<file path="config.mk">
export PLATFORM = sky130hd
export DESIGN_NAME = port_pin_irq
export DESIGN_NICKNAME = d
export VERILOG_FILES = /design/src/rtl/port_pin_irq.sv
export SDC_FILE = /design/constraint.sdc
export NUM_CORES = 1
export LEC_CHECK = 0
export BUFFER_PORTS_ARGS = -buffer_cell sky130_fd_sc_hd__buf_2
export CORE_UTILIZATION = 40
export DETAILED_ROUTE_END_ITERATION = 10
export MAX_ROUTING_LAYER = met4
export SKIP_LAST_GASP = 1
export SLEW_MARGIN = 20
export SYNTH_ARGS = -nofsm -noshare
export SYNTH_HDL_FRONTEND = slang
export SYNTH_SLANG_ARGS = --single-unit
</file>
<file path="constraint.sdc">
create_clock -name clk -period 1.63 [get_ports clk]
set_clock_uncertainty 0.05 [all_clocks]
set_input_delay 0.2445 -clock clk [delete_from_list [all_inputs] [get_ports clk]]
set_output_delay 0.2445 -clock clk [all_outputs]
set_load 0.05 [all_outputs]
</file>
<file path="src/rtl/port_pin_irq.sv">
module port_pin_irq #(
  parameter int NPINS       = 8,
  parameter int SYNC_STAGES = 2
) (
  input  logic             clk,
  input  logic             rst_n,
  input  logic [NPINS-1:0] pin_in,
  input  logic             wr_en,
  input  logic [1:0]       wr_addr,
  input  logic [NPINS-1:0] wr_data,
  input  logic [1:0]       rd_addr,
  output logic [NPINS-1:0] rd_data,
  input  logic             data_rd,
  output logic [NPINS-1:0] irq_src,
  output logic             irq_n
);
  localparam logic [1:0] A_PIN = 2'd0;
  localparam logic [1:0] A_EN  = 2'd1;
  localparam logic [1:0] A_M0  = 2'd2;
  localparam logic [1:0] A_M1  = 2'd3;

  logic [NPINS-1:0] sync_q [SYNC_STAGES];
  logic [NPINS-1:0] pin_s, en_q, m0_q, m1_q, ref_q, hit;

  always_ff @(posedge clk) begin
    if (!rst_n) begin
      for (int k = 0; k < SYNC_STAGES; k++) sync_q[k] <= '0;
    end else begin
      sync_q[0] <= pin_in;
      for (int k = 1; k < SYNC_STAGES; k++) sync_q[k] <= sync_q[k-1];
    end
  end
  assign pin_s = sync_q[SYNC_STAGES-1];

  always_ff @(posedge clk) begin
    if (!rst_n) begin
      en_q  <= '0;
      m0_q  <= '0;
      m1_q  <= '0;
      ref_q <= '0;
    end else begin
      if (wr_en && wr_addr == A_EN) en_q <= wr_data;
      if (wr_en && wr_addr == A_M0) m0_q <= wr_data;
      if (wr_en && wr_addr == A_M1) m1_q <= wr_data;
      if (data_rd) ref_q <= pin_s;
    end
  end

  always_comb begin
    case (rd_addr)
      A_PIN:   rd_data = pin_s;
      A_EN:    rd_data = en_q;
      A_M0:    rd_data = m0_q;
      default: rd_data = m1_q;
    endcase
  end

  for (genvar i = 0; i < NPINS; i++) begin : g_pin
    always_comb begin
      case ({m1_q[i], m0_q[i]})
        2'b01:   hit[i] = ~pin_s[i];
        2'b10:   hit[i] = pin_s[i];
        2'b11:   hit[i] = pin_s[i] ^ ref_q[i];
        default: hit[i] = 1'b0;
      endcase
    end

    p_off_mode_quiet_r3: assert property (@(posedge clk) disable iff (!rst_n)
      ({m1_q[i], m0_q[i]} == 2'b00) |-> !irq_src[i]);
    p_enable_gate_r7: assert property (@(posedge clk) disable iff (!rst_n)
      !en_q[i] |-> !irq_src[i]);
  end

  assign irq_src = en_q & hit;
  assign irq_n   = ~|irq_src;

  p_en_write_r2: assert property (@(posedge clk) disable iff (!rst_n)
    (wr_en && wr_addr == A_EN) |=> en_q == $past(wr_data));
  p_ref_load_r6: assert property (@(posedge clk) disable iff (!rst_n)
    (data_rd && rst_n) |=> ref_q == $past(pin_s));
  p_line_vs_src_r8: assert property (@(posedge clk) disable iff (!rst_n)
    !irq_n |-> irq_src != '0);
  p_sync_path_r9: assert property (@(posedge clk) disable iff (!rst_n)
    $changed(pin_s) |-> $past(rst_n) && $changed($past(sync_q[0])));
endmodule

</file>
==> implementation parameters <==
Parameter                              Value

Run status
  Result of the run    finished, violations left
  Violated checks    negative setup slack

CTS
  Deepest clock path buffer count    2
  CTS buffer count    5
  Clock input transition at the sequential cells of the worst setup and hold paths    0.08 ns
  Clock H-tree levels    2
  CTS tree    yes
  Clk Tree Root Cell    sky130_fd_sc_hd__clkbuf_8
  Number of clock sinks    48
  Clock network latency to the later pin of the worst-skew pair    0.29 ns

Route
  Remaining antenna violation count after routing    0
  DRC violations left    0
  Total wire length    4500 um
  Drt initial violations    64
  Count of TritonRoute iterations in the first routing pass    4
  Post-DR wirelength/cell    13.4 um
  Vias post-DR    1607
  Via density per instance    4.80

Die
  DIE HEIGHT    75.3 um
  Number of placement rows    26
  Initial Utilization    0.418
  Total Die Area    5670 um^2
  Die span in x    75.3 um
  Core region area    5140 um^2
  # IOs    41

Final layout
  # nets final    289
  Share of post-route cells with drive strength above 1    0.423
  Antenna diode instance count    0
  Area overhead of the layout relative to synthesis    37.0%

Logic synthesis
  Post-synthesis sequential area ratio    0.447
  Count of cell types in the netlist    20
  Post-synth ARST share    0
  Most area-hungry cell type in the Yosys netlist    sky130_fd_sc_hd__dfxtp_1
  Synth Area per Inst    10.6 um^2
  Count of flip-flops with a built-in enable after synthesis    0
  Warnings, synthesis    0
  Leading cell types by total area after synthesis    sky130_fd_sc_hd__dfxtp_1, sky130_fd_sc_hd__mux2i_1, sky130_fd_sc_hd__nor2b_1, sky130_fd_sc_hd__mux4_2, sky130_fd_sc_hd__and2_1
  Share of the synthesized area in the top cell type    0.447
  Yosys reg bits    48
  Cell area after synthesis    2150 um^2
  Post-Syn Nets    226
  Post-Syn Instances    202
  Top FF cell, synth    sky130_fd_sc_hd__dfxtp_1

Global route
  Number of antenna violations at the first check in global routing    0
  Global route total overflow    0
  GRT Resource Usage Total    0.173
  Wire length of the first global-routing pass    6910 um
  Via count of the first global-routing pass    1441
  Pin count of the biggest net entering global routing    30

Place
  Post-placement worst setup slack    -0.0733 ns
  Number of buffers inserted by port buffering    40
  Routability Congestion    0.803
  DPL Wire Length    3100 um

Critical path
  Setup crit start    m0_q[1]
  Slowest stage cell, crit path    sky130_fd_sc_hd__dfxtp_1
  CP Class    flop to primary output
  Sort of element at the start of the critical path    flop
  Number of cells on the worst reg-to-reg path    5
  Capture point of the worst reg-to-reg path    m1_q[4]
  Maximum fanout along the worst path    4
  R2R Setup Slk    0.61 ns
  Cell-by-cell trace of the critical path    nand2_1 > a32oi_2 > o22ai_1 > nor4_4 > buf_6
  Delay of the slowest critical-path stage    0.37 ns
  CP required    1.34 ns
  Worst reg2reg path startpoint    m1_q[4]
  Arrival time of the worst setup path    1.65 ns
  Nature of the critical path endpoint    primary output

Power and ir drop
  Worst VDD drop    534 uV
  Leakage component of the power    0.00126 uW
  Total Power    2230 uW
  PwrDens    759 nW/um^2

Timing
  Count of final setup violators    9
  Worst slew slack as a fraction of its limit    0.747
  Final Max Tran Viols    0
  Slew @ Worst Pin    0.379 ns
  Setup repair after global routing missed its margin    yes
  Fmax achieved    513 MHz
  Minimum clock period after layout    1.95 ns
  Setup slack after layout    -0.317 ns
  Final-report hold violation count    0
  Final clock period utilization by the worst path    1.19

Min path
  Class of the worst hold path    primary input to flop
  Endpoint of the worst hold-timing path    sync_q[0][6]
  Hold Path Cell Cnt    2
  Source of the worst hold timing path    pin_in[6]

Flow run
  Max-cap violations    0
-- flip-flops by register name, indices dropped and copies added (netlist names) --
| name | cells |
|---|---|
| m1_q | 8 |
| sync_q | 16 |
| ref_q | 8 |
| en_q | 8 |
| m0_q | 8 |
-- cell type report --
type | count | area [um^2]
flip-flops and latches | 48 | 983
clock buffers | 6 | 72.6
inverters | 8 | 30.0
clock inverters | 1 | 5.00
fillers | 493 | 2200
multi-input cells | 136 | 1190
repair buffers | 66 | 578
well taps | 70 | 87.6
-- layer usage --
layer	track usage	share of wire
met5	-	0
met4	0.0556	0.012
met3	0.0428	0.033
met2	0.264	0.47
met1	0.227	0.48
-- layout by cell type, fill, tap and decap left out --
cell type | synthesis | routed
sky130_fd_sc_hd__nor2b_1 | 40 | 37
sky130_fd_sc_hd__a32oi_2 | 1 | 6
sky130_fd_sc_hd__and2_1 | 16 | 16
sky130_fd_sc_hd__nor2_4 | 0 | 1
sky130_fd_sc_hd__buf_4 | 3 | 13
sky130_fd_sc_hd__mux2i_1 | 32 | 32
sky130_fd_sc_hd__dfxtp_1 | 48 | 32
sky130_fd_sc_hd__nor2_2 | 0 | 1
sky130_fd_sc_hd__a32oi_1 | 7 | 2
sky130_fd_sc_hd__clkinv_2 | 0 | 1
sky130_fd_sc_hd__nor2b_2 | 0 | 2
sky130_fd_sc_hd__nor4_4 | 0 | 1
sky130_fd_sc_hd__o22ai_2 | 0 | 1
sky130_fd_sc_hd__dfxtp_4 | 0 | 1
sky130_fd_sc_hd__nand2_2 | 0 | 1
sky130_fd_sc_hd__clkbuf_4 | 0 | 1
sky130_fd_sc_hd__nand2b_1 | 7 | 6
sky130_fd_sc_hd__buf_2 | 2 | 25
sky130_fd_sc_hd__clkbuf_1 | 5 | 1
sky130_fd_sc_hd__nand2b_4 | 0 | 1
sky130_fd_sc_hd__o22ai_1 | 4 | 3
sky130_fd_sc_hd__buf_8 | 0 | 7
sky130_fd_sc_hd__inv_1 | 8 | 8
sky130_fd_sc_hd__mux4_2 | 7 | 8
sky130_fd_sc_hd__buf_6 | 0 | 18
sky130_fd_sc_hd__nand2_1 | 8 | 7
sky130_fd_sc_hd__clkbuf_8 | 0 | 5
sky130_fd_sc_hd__nand3b_1 | 2 | 2
sky130_fd_sc_hd__nor2b_4 | 0 | 1
sky130_fd_sc_hd__buf_12 | 0 | 2
sky130_fd_sc_hd__dfxtp_2 | 0 | 15
sky130_fd_sc_hd__nand3_2 | 1 | 1
sky130_fd_sc_hd__nor2_1 | 8 | 6
sky130_fd_sc_hd__or2b_1 | 1 | 1
-- worst max-delay path by stage --
stage and to:
2_1_floorplan irq_n, 3_3_place_gp irq_n, 3_5_place_dp irq_n, 4_1_cts irq_n, 5_1_grt irq_n, 6_report irq_n
-- Yosys cell counts (2+ instances only) --
cell                       count
sky130_fd_sc_hd__and2_1       16
sky130_fd_sc_hd__mux4_2        7
sky130_fd_sc_hd__nand2_1       8
sky130_fd_sc_hd__nor2b_1      40
sky130_fd_sc_hd__clkbuf_1      5
sky130_fd_sc_hd__o22ai_1       4
sky130_fd_sc_hd__nor2_1        8
sky130_fd_sc_hd__a32oi_1       7
sky130_fd_sc_hd__buf_2         2
sky130_fd_sc_hd__inv_1         8
sky130_fd_sc_hd__nand2b_1      7
sky130_fd_sc_hd__dfxtp_1      48
sky130_fd_sc_hd__mux2i_1      32
sky130_fd_sc_hd__nand3b_1      2
sky130_fd_sc_hd__buf_4         3
-- per-stage QoR --
step / hold WS [ns] / instances / instance area (um^2) / util / setup TNS, ns
CTS: 0.0946 / 331 / 2830 / 0.551 / -0.796
global placement: 0.363 / 323 / 2580 / 0.501 / -0.0584
floorplan: 0.322 / 202 / 2160 / - / -0.0846
global route: 0.0909 / 335 / 2940 / 0.573 / -1.39
finish: 0.103 / 335 / 2940 / 0.573 / -0.858
detailed placement: 0.367 / 323 / 2580 / 0.501 / -0.0733
-- power by group --
part | total (uW) | internal [uW] | switching, uW | leakage [uW]
sequential | 1250 | 1220 | 33.5 | 0.000400
clock | 656 | 292 | 364 | 0.0000410
combinational | 328 | 176 | 152 | 0.000822
total | 2230 | 1680 | 550 | 0.00126
-- logic make-up (layout without fill, tap and decap cells) --
group	count (synthesis)	in the layout	share of synthesized area
and+or+nand+nor	84	84	0.232
muxes	40	40	0.235
buffers and inverters	18	81	0.0379
DFF	48	48	0.447
AOI/OAI and AO/OA	12	12	0.0478
-- critical path: cells and delay by family, from the launching register on --
| family | cells | cell delay, ns |
|---|---|---|
| buffers and inverters | 1 | 0.20 |
| AOI/OAI and AO/OA | 2 | 0.38 |
| and+or+nand+nor | 2 | 0.41 |
| DFF | 1 | 0.37 |
-- what timing repair did --
action	CTS	global route
hold buffers	0	0
endpoints found under the setup margin	12	15
pin swaps	0	3
resized for setup	57	28
setup buffers	1	8
No activity file was read; power rests on OpenSTA's default activity.
